==> src/rtl/drv_protect_pkg.sv <==
package drv_protect_pkg;
  typedef enum logic {DLY_SHORT = 1'b0, DLY_LONG = 1'b1} dly_sel_e;

  function automatic int unsigned max_of(input int unsigned a, input int unsigned b);
    return (a > b) ? a : b;
  endfunction
endpackage

==> src/rtl/tick_gen.sv <==
module tick_gen #(
  parameter int unsigned DIV = 25000
) (
  input  logic clk_i,
  input  logic rst_ni,
  output logic tick_o
);
  localparam int unsigned W = (DIV > 1) ? $clog2(DIV) : 1;
  localparam logic [W-1:0] LAST = W'(DIV - 1);

  logic [W-1:0] cnt_q;

  always_ff @(posedge clk_i or negedge rst_ni) begin
    if (!rst_ni)              cnt_q <= '0;
    else if (cnt_q == LAST)   cnt_q <= '0;
    else                      cnt_q <= cnt_q + 1'b1;
  end

  assign tick_o = (cnt_q == LAST);
endmodule

==> src/rtl/fault_timer.sv <==
module fault_timer #(
  parameter int unsigned W = 8
) (
  input  logic         clk_i,
  input  logic         rst_ni,
  input  logic         cond_i,
  input  logic         tick_i,
  input  logic [W-1:0] limit_i,
  output logic         done_o
);
  logic [W-1:0] cnt_q;

  // restart on every gap in the condition; saturate at the limit
  always_ff @(posedge clk_i or negedge rst_ni) begin
    if (!rst_ni)                          cnt_q <= '0;
    else if (!cond_i)                     cnt_q <= '0;
    else if (tick_i && cnt_q < limit_i)   cnt_q <= cnt_q + 1'b1;
  end

  assign done_o = cond_i && (cnt_q >= limit_i);
endmodule

==> src/rtl/drv_protect.sv <==
module drv_protect
  import drv_protect_pkg::*;
#(
  parameter int unsigned N_OUT      = 12,
  parameter int unsigned TICK_DIV   = 25000,
  parameter int unsigned OV_SHORT_T = 7,
  parameter int unsigned OV_LONG_T  = 30,
  parameter int unsigned UV_T       = 20,
  parameter int unsigned SC_SHORT_T = 25,
  parameter int unsigned SC_LONG_T  = 200
) (
  input  logic             clk_i,
  input  logic             rst_ni,
  input  logic             ov_i,
  input  logic             uv_i,
  input  logic [N_OUT-1:0] oc_i,
  input  logic [N_OUT-1:0] ol_i,
  input  logic             ot_warn_i,
  input  logic             ot_shut_i,
  input  logic             inh_pin_i,
  input  logic             run_i,
  input  logic [N_OUT-1:0] sw_en_i,
  input  logic             ol_det_n_i,
  input  logic             dly_sel_i,
  input  logic             srr_i,
  output logic [N_OUT-1:0] out_en_o,
  output logic [N_OUT-1:0] stat_o,
  output logic             psf_o,
  output logic             scd_o,
  output logic             inh_o,
  output logic             tp_o
);
  localparam int unsigned MAX_T = max_of(max_of(max_of(OV_SHORT_T, OV_LONG_T), UV_T),
                                         max_of(SC_SHORT_T, SC_LONG_T));
  localparam int unsigned TW = $clog2(MAX_T + 1);

  dly_sel_e dly;
  logic [TW-1:0] ov_lim, uv_lim, sc_lim;
  logic tick, ov_done, uv_done, supply_off, standby, global_off;
  logic psf_q, scd_q, ots_q;
  logic [N_OUT-1:0] trip_q, sc_done, en;

  assign dly    = dly_sel_e'(dly_sel_i);
  assign ov_lim = (dly == DLY_LONG) ? TW'(OV_LONG_T) : TW'(OV_SHORT_T);
  assign sc_lim = (dly == DLY_LONG) ? TW'(SC_LONG_T) : TW'(SC_SHORT_T);
  assign uv_lim = TW'(UV_T);

  tick_gen #(.DIV(TICK_DIV)) u_tick (.clk_i, .rst_ni, .tick_o(tick));

  fault_timer #(.W(TW)) u_ov_tmr (
    .clk_i, .rst_ni, .cond_i(ov_i), .tick_i(tick), .limit_i(ov_lim), .done_o(ov_done)
  );
  fault_timer #(.W(TW)) u_uv_tmr (
    .clk_i, .rst_ni, .cond_i(uv_i), .tick_i(tick), .limit_i(uv_lim), .done_o(uv_done)
  );

  assign supply_off = ov_done | uv_done;
  assign standby    = ~inh_pin_i | ~run_i;
  assign global_off = standby | supply_off | ots_q;
  assign en         = sw_en_i & ~trip_q & ~{N_OUT{global_off}};

  for (genvar k = 0; k < N_OUT; k++) begin : g_sc
    fault_timer #(.W(TW)) u_sc_tmr (
      .clk_i, .rst_ni, .cond_i(oc_i[k] & en[k]), .tick_i(tick),
      .limit_i(sc_lim), .done_o(sc_done[k])
    );

    always_ff @(posedge clk_i or negedge rst_ni) begin
      if (!rst_ni)                      trip_q[k] <= 1'b0;
      else if (sc_done[k])              trip_q[k] <= 1'b1;
      else if (srr_i || !sw_en_i[k])    trip_q[k] <= 1'b0;
    end
  end

  // a set in the same cycle as a status reset takes priority
  always_ff @(posedge clk_i or negedge rst_ni) begin
    if (!rst_ni) begin
      psf_q <= 1'b0;
      scd_q <= 1'b0;
      ots_q <= 1'b0;
    end else begin
      if (supply_off)    psf_q <= 1'b1;
      else if (srr_i)    psf_q <= 1'b0;
      if (|sc_done)      scd_q <= 1'b1;
      else if (srr_i)    scd_q <= 1'b0;
      if (ot_shut_i)     ots_q <= 1'b1;
      else if (srr_i)    ots_q <= 1'b0;
    end
  end

  assign out_en_o = en;
  assign stat_o   = ots_q ? '1 : (en | (~sw_en_i & ol_i & {N_OUT{~ol_det_n_i}}));
  assign psf_o    = psf_q;
  assign scd_o    = scd_q;
  assign inh_o    = standby;
  assign tp_o     = ot_warn_i | ots_q;
endmodule

==> config.mk <==
export PLATFORM = sky130hd
export DESIGN_NAME = drv_protect
export DESIGN_NICKNAME = d
export VERILOG_FILES = /design/src/rtl/drv_protect_pkg.sv /design/src/rtl/tick_gen.sv /design/src/rtl/fault_timer.sv /design/src/rtl/drv_protect.sv
export SDC_FILE = /design/constraint.sdc
export NUM_CORES = 1
export LEC_CHECK = 0
export ABC_CLOCK_PERIOD_IN_PS = 3700
export BUFFER_PORTS_ARGS = -buffer_cell sky130_fd_sc_hd__buf_2
export CORE_ASPECT_RATIO = 0.75
export CORE_MARGIN = 4
export CORE_UTILIZATION = 40
export CTS_BUF_LIST = sky130_fd_sc_hd__clkbuf_8
export DETAILED_ROUTE_END_ITERATION = 7
export PLACE_DENSITY = 0.57
export SLEW_MARGIN = 20
export SYNTH_ARGS = -nofsm -noshare
export SYNTH_HDL_FRONTEND = slang
export SYNTH_HIERARCHICAL = 1
export SYNTH_SLANG_ARGS = --single-unit
export TNS_END_PERCENT = 10
==> constraint.sdc <==
create_clock -name clk_i -period 3.7 [get_ports clk_i]
set_input_delay 0.185 -clock clk_i [delete_from_list [all_inputs] [get_ports clk_i]]
set_output_delay 0.185 -clock clk_i [all_outputs]
set_load 0.05 [all_outputs]
== Word-level counts from Yosys, hierarchy flattened ==
Cells that the tools add are included.

* Flip-flop bits (word level): 142
* Output and inout port bits: 28
* Logic and storage cells: 244

* Add/subtract/negate cells: 15
* Magnitude comparators: 28
* Eq/ne operators: 15
* Multiplexer cells: 60
* Bitwise operators: 28
* Reductions and logical operators: 68

{| class="wikitable"
|+ Operator list
! operator !! number
|-
| 8-bit 2-to-1 mux || 29
|-
| 8-bit by 1-bit adder with 8-bit output (second input constant) || 14
|-
| 8-bit >= comparator || 12
|-
| 8-bit less-than comparator || 12
|-
| 12-bit bitwise AND || 4
|-
| 12-bit inverter || 3
|-
| 2-bit nonzero test || 15
|-
| 1-bit logical AND || 28
|-
| 1-bit 2-to-1 mux || 28
|-
| 2-bit inequality test (second input constant) || 12
|-
| 15-bit by 1-bit adder with 15-bit output (second input constant) || 1
|-
| 15-bit equality test (second input constant) || 1
|-
| 15-bit 2-to-1 mux || 1
|-
| 1-bit bitwise AND || 12
|-
| 1-bit logical NOT || 12
|-
| 1-bit logical OR || 12
|-
| 12-bit 2-to-1 mux || 1
|-
| 12-bit bitwise OR || 1
|-
| 12-bit OR reduction || 1
|-
| 8-bit by 5-bit >= comparator with 1-bit output || 1
|-
| 8-bit by 5-bit >= comparator with 1-bit output (second input constant) || 1
|-
| 8-bit by 5-bit less-than comparator with 1-bit output || 1
|-
| 8-bit by 5-bit less-than comparator with 1-bit output (second input constant) || 1
|-
| 5-bit 2-to-1 mux || 1
|-
| 3 further kinds || 10
|}

== Depth between registers and ports, before layout ==
* Depth in word-level cells: 12
* Gate-level depth with buffers: 14
* Depth with buffers taken out: 11

== By module ==
The synthesis kept the hierarchy.

{| class="wikitable"
|+ Modules (own cells, without submodules)
! module !! instances !! cells each !! area an instance (µm²)
|-
| fault_timer || 14 || 72 || 664.4
|-
| drv_protect || 1 || 115 || 1,103.6
|-
| tick_gen || 1 || 75 || 784.5
|}

== Worst setup path before layout ==
No wires, ideal clock.

* Path type: flip-flop to flip-flop
* Start: register u_tick.cnt_q[0]
* End: register g_sc[0].u_sc_tmr.cnt_q[5]
* Setup time: 0.078 ns
* Data arrival time: 3.628 ns
* Required time: 3.622 ns
* Slack: -0.005 ns
* Cell stages (with the launch flop): 8
* Path buffers: 1
* Path through: dfrtp_1 ha_1 clkbuf_1 nand3_1 nor4_4 nand3_2 or4_1 a21boi_1

* Longest elaborated chain between the ends: 3

{| class="wikitable"
|+ RTL lines
! what !! line !! RTL
|-
| start, declared || tick_gen.sv:11 || <nowiki>logic [W-1:0] cnt_q;</nowiki>
|-
| start signal, assigned || tick_gen.sv:16 || <nowiki>else cnt_q <= cnt_q + 1'b1;</nowiki>
|-
| 15-bit equality test || tick_gen.sv:19 || <nowiki>assign tick_o = (cnt_q == LAST);</nowiki>
|-
| named net tick || drv_protect.sv:39 || <nowiki>logic tick, ov_done, uv_done, supply_off, standby, global_off;</nowiki>
|-
| 1-bit logical AND || fault_timer.sv:17 || <nowiki>else if (tick_i && cnt_q < limit_i) cnt_q <= cnt_q + 1'b1;</nowiki>
|-
| 2-bit inequality test (no source line) || -- ||
|-
| end signal, assigned || fault_timer.sv:17 ||
|-
| end, declared || fault_timer.sv:11 || <nowiki>logic [W-1:0] cnt_q;</nowiki>
|}

The timed path passes the listed nets, and every way through them passes these cells.
A chain may end at the register's enable or synchronous reset.

== Final worst setup path ==
* Start: register u_ov_tmr.cnt_q[7]
* End: output stat_o[8]

* Longest elaborated chain between the ends: 9

{| class="wikitable"
|+ RTL lines
! what !! line !! RTL
|-
| start, declared || fault_timer.sv:11 ||
|-
| start signal, assigned || fault_timer.sv:17 ||
|-
| 8-bit by 5-bit >= comparator with 1-bit output || fault_timer.sv:20 || <nowiki>assign done_o = cond_i && (cnt_q >= limit_i);</nowiki>
|-
| 1-bit logical AND || fault_timer.sv:20 ||
|-
| named net ov_done || drv_protect.sv:39 ||
|-
| 1-bit bitwise OR || drv_protect.sv:57 || <nowiki>assign supply_off = ov_done | uv_done;</nowiki>
|-
| 1-bit bitwise OR (2 in a row) || drv_protect.sv:59 || <nowiki>assign global_off = standby | supply_off | ots_q;</nowiki>
|-
| 12-bit inverter || drv_protect.sv:60 || <nowiki>assign en = sw_en_i & ~trip_q & ~{N_OUT{global_off}};</nowiki>
|-
| 12-bit bitwise AND || drv_protect.sv:60 ||
|-
| 12-bit bitwise OR || drv_protect.sv:92 || <nowiki>assign stat_o = ots_q ? '1 : (en | (~sw_en_i & ol_i & {N_OUT{~ol_det_n_i}}));</nowiki>
|-
| 12-bit 2-to-1 mux || drv_protect.sv:92 ||
|-
| end, declared || drv_protect.sv:27 || <nowiki>output logic [N_OUT-1:0] stat_o,</nowiki>
|}

The timed path passes the listed nets, and every way through them passes these cells.

==> summary.md <==
| Metric | Value |
|---|---|
| Result of the run | completed |
| CTS tree | yes |
| Endpoints failing hold | 0 |
| Top-area cell type share of the netlist area | 31.8% |
| Final cycle utilization of the critical path | 88.0% |
| Max stage delay cell, worst path | a311o_1 |
| Final estimated routing congestion in global placement | 0.789 |
| Setup crit start kind | flip-flop |
| RSZ-0062 raised after global routing | no |
| H-tree Lvls | 4 |
| Delay of the slowest cell on the worst path | 0.42 ns |
| Post-CTS repair timing setup buffer count | 0 |
| All-layer global routing usage | 17.1% |
| Final Max Tran Viols | 0 |
| Worst IR Drop VDD | 0.208 mV |
| Fraction of the core area covered by cells at the end of the flow | 46.5% |
| Die height | 153 um |
| Area of the mapped netlist | 11,200 sq um |
| Standard-cell row count | 52 |
| Setup slack, reg-to-reg | 0.50 ns |
| X dimension of the die | 201 um |
| Share of final-layout standard cells stronger than drive strength 1 | 15.3% |
| Clock buffer count from CTS | 17 |
| Clk Latency, worst-skew pair | 0.45 ns |
| #FFs+latches synth | 142 |
| Pwr per Cell Area | 261 nW/um^2 |
| Area added between synthesis and finish | 13.2% |
| Met1 routed wirelength after detailed routing | 13,500 um |
| Critical-path cell list | ha_1 -> and3_4 -> nand2_1 -> a31o_2 -> a21boi_0 -> and4bb_1 -> buf_12 -> a311o_1 -> buf_2 |
| Die area | 30,700 sq um |
| Wire length of the first global-routing pass | 43,800 um |
| Number of antenna violations at the first check in global routing | 1 |
| Sum of net half-perimeters after detailed placement | 19,000 um |
| Leading post-synthesis cells by cell area | dfrtp_1 (32%), ha_1 (14%), nand2_1 (4.4%), inv_1 (4.0%), mux2i_1 (3.8%) |
| Predominant post-synthesis flop cell | dfrtp_1 |
| Remaining antenna violation count after routing | 0 |
| CTS Root Cell | clkbuf_8 |
| Worst min path class | input port to flip-flop |
| Maximum clock frequency | 307 MHz |
| First DRT Iteration DRCs | 442 |
| Worst slew margin relative to its limit | 41.9% |
| Count of cells along the worst hold path | 2 |
| Hold Path Sink | trip_q[3] |
| DRT Pass-1 Iters | 4 |
| Fill cell count | 2,559 |
| Critical path start-end classification | flip-flop to output port |
| Number of enable flip-flop cells after synthesis | 0 |
| Post-cts gate resize count | 0 |
| Least-Margin Pin Slew | 0.872 ns |
| Reg2reg end | scd_o |
| Core footprint | 27,300 sq um |
| Setup tns final | 0 ns |
| Post-route DRC | 0 |
| Total number of clock tree sinks | 142 |
| Detailed-route wire length | 26,100 um |
| Number of top-level design ports | 75 |
| Via density per instance | 5.37 |
| Leftover overflow at the end of global routing | 0 |
| Sequential cell area fraction in the yosys report | 31.8% |
| Routed via count | 9,094 |
| Met2 routed wirelength | 11,500 um |
| Cell variety after synth | 53 |
| PnR Total Power | 3310 uW |
| Routed length per placed instance | 15.4 um |
| Minimum clock period | 3.26 ns |
| Mean Syn Cell Area | 9.34 sq um |
| Post-synth top area cell | dfrtp_1 |
| Via count of the first global-routing pass | 8,535 |
| Longest Clk Path Bufs | 2 |
| Worst Path Max Fanout | 36 |
| Depth of the most critical reg-to-reg path | 11 |
| Layout Nets | 1,502 |
| Syn Inst Count | 1,198 |
| Signal arrival time at the worst endpoint | 3.07 ns |
| Critical Path RT | 3.51 ns |
| CP Launch Point | u_ov_tmr/cnt_q[7] |
| Buffers on Ports | 74 |
| Number of setup violations in the final report | 0 |
| Total buffers and inverters traversed by the critical path | 2 |
| Largest net degree at the start of global routing | 88 |
| Cell Count Post-Placement | 1,652 |
| Sum of met3 wire segment lengths after detailed routing | 874 um |
| Post-synthesis async set-or-reset flop share | 100% |
| CP delay by family, top | compound AO/OA/AOI/OAI gates |
| Maxcap violations | 0 |
| Register clock-pin slew on the reported worst setup and hold paths | 0.08 ns |
| Max Clock Skew | 0.0129 ns |
| Launching point of the worst reg2reg path | u_ov_tmr/cnt_q[7] |
| Beginning of the worst hold path | sw_en_i[3] |
| Synthesis warning total | 6 |
| Non-filler instance count after layout | 1,692 |
| Max layer used | met4 |
| Hold-fix buffers, CTS | 8 |
| Starting density of the core | 41.0% |
| Leak | 0.00550 uW |
| Capturing element type of the critical path | output port |
-- stage by stage --
step / setup slack, ns / cell area (sq um) / hold WS [ns]
after floorplan: 0.0818 / 11400 / -0.111
after global placement: 0.589 / 12100 / 0.327
after detailed placement: 0.474 / 12100 / 0.334
after CTS: 0.394 / 12700 / 0.00232
after global routing: 0.256 / 12700 / 0.00364
final: 0.444 / 12700 / 0.0288
-- worst register-to-register path, stage by stage (launching register included) --
cell,delay [ns]
dfrtp_1,0.40
ha_1,0.34
and3_4,0.22
nand2_1,0.07
a31o_2,0.20
a21boi_0,0.26
and4bb_1,0.29
buf_12,0.18
and4_2,0.33
a21boi_0,0.21
nor4_1,0.40
o2111ai_1,0.16
-- cell usage in the layout, fill, tap and decap left out, types with 11 or more instances in the layout --
master / synthesis / layout
and3_1: 26 / 26
buf_2: 3 / 73
or4_1: 42 / 42
nor3_1: 17 / 17
a21boi_0: 42 / 42
and3_4: 14 / 14
nand2b_1: 14 / 14
conb_1: 2 / 61
nor2b_1: 15 / 15
a221oi_4: 14 / 14
nor2_1: 18 / 18
a21boi_1: 42 / 42
nor3b_1: 23 / 23
nand2_1: 132 / 132
ha_1: 127 / 127
nand3_2: 28 / 28
o21ai_0: 31 / 31
nand4_1: 43 / 43
o211ai_1: 14 / 14
clkbuf_8: 0 / 20
o31ai_1: 42 / 42
and2_1: 11 / 11
mux2i_1: 42 / 42
a21oi_1: 31 / 31
a21o_1: 15 / 15
dfrtp_1: 142 / 142
a31o_2: 26 / 26
inv_1: 120 / 120
or3_1: 31 / 31
-- synth_stat cells (3+ instances only) --
master	number
clkbuf_1	29
dfrtp_1	142
ha_1	127
buf_2	3
inv_1	120
nor2b_1	15
and3_4	14
o31ai_1	42
xor2_1	7
a21oi_1	31
nand3_2	28
nand2_1	132
a221oi_4	14
or4_1	42
nand2b_1	14
a31o_2	26
or3_1	31
nand3_1	8
nor3b_1	23
a21o_1	15
nor3_1	17
nor2_1	18
clkbuf_2	3
and2_1	11
buf_6	3
a21boi_0	42
and3_1	26
o21ai_0	31
o211ai_1	14
a21boi_1	42
mux2i_1	42
nand4_1	43
nor4_1	9
a311o_2	3
a211o_1	8
-- worst max-delay path by stage --
stage	end	slack [ns]	cells past startpoint
6_report	stat_o[8]	0.44	9
5_1_grt	scd_o	0.26	10
4_1_cts	stat_o[8]	0.39	9
3_5_place_dp	scd_o	0.47	10
3_3_place_gp	scd_o	0.59	12
2_1_floorplan	g_sc[0].u_sc_tmr/cnt_q[5]	0.08	7
-- routing by layer --
metal,global-route usage [%],up-vias
met2,26.7,120
met5,0,-
met3,3.07,14
met4,3.67,0
li1,-,4635
met1,25.1,4325
-- registers in the layout, summed over array words and instances (netlist names) --
register / cells
u_ov_tmr/cnt_q: 8
scd_o: 1
trip_q: 12
psf_o: 1
g_sc.u_sc_tmr/cnt_q: 96
u_uv_tmr/cnt_q: 8
ots_q: 1
u_tick/cnt_q: 15
-- power by group --
group          switching (uW)  internal (uW)
sequential               4.04           1550
combinational             233            117
clock                     625            781
total                     861           2450
-- cell families (layout without fill, tap and decap cells) --
family	Yosys count	count (layout)	synth area share, %
buf+inv	160	243	5.77
other cells	2	62	0.0671
flops	142	142	31.8
simple gates	442	442	23.9
compound gates	275	275	19.9
mux	42	42	3.76
fa+ha+maj	127	127	14.2
xor+xnor	8	8	0.626
-- final cells by class --
cell class                      count  area, sq um  area share (%)
Antenna cell                        1         2.50          0.0198
Multi-Input combinational cell    955         7210            56.9
Tap cell                          351          439            3.47
Timing Repair Buffer               92          569            4.49
Clock inverter                     11          164            1.29
Inverter                          120          450            3.56
Sequential cell                   142         3550            28.1
Clock buffer                       20          275            2.17
Note: power is estimated with default switching activity, not from simulation.
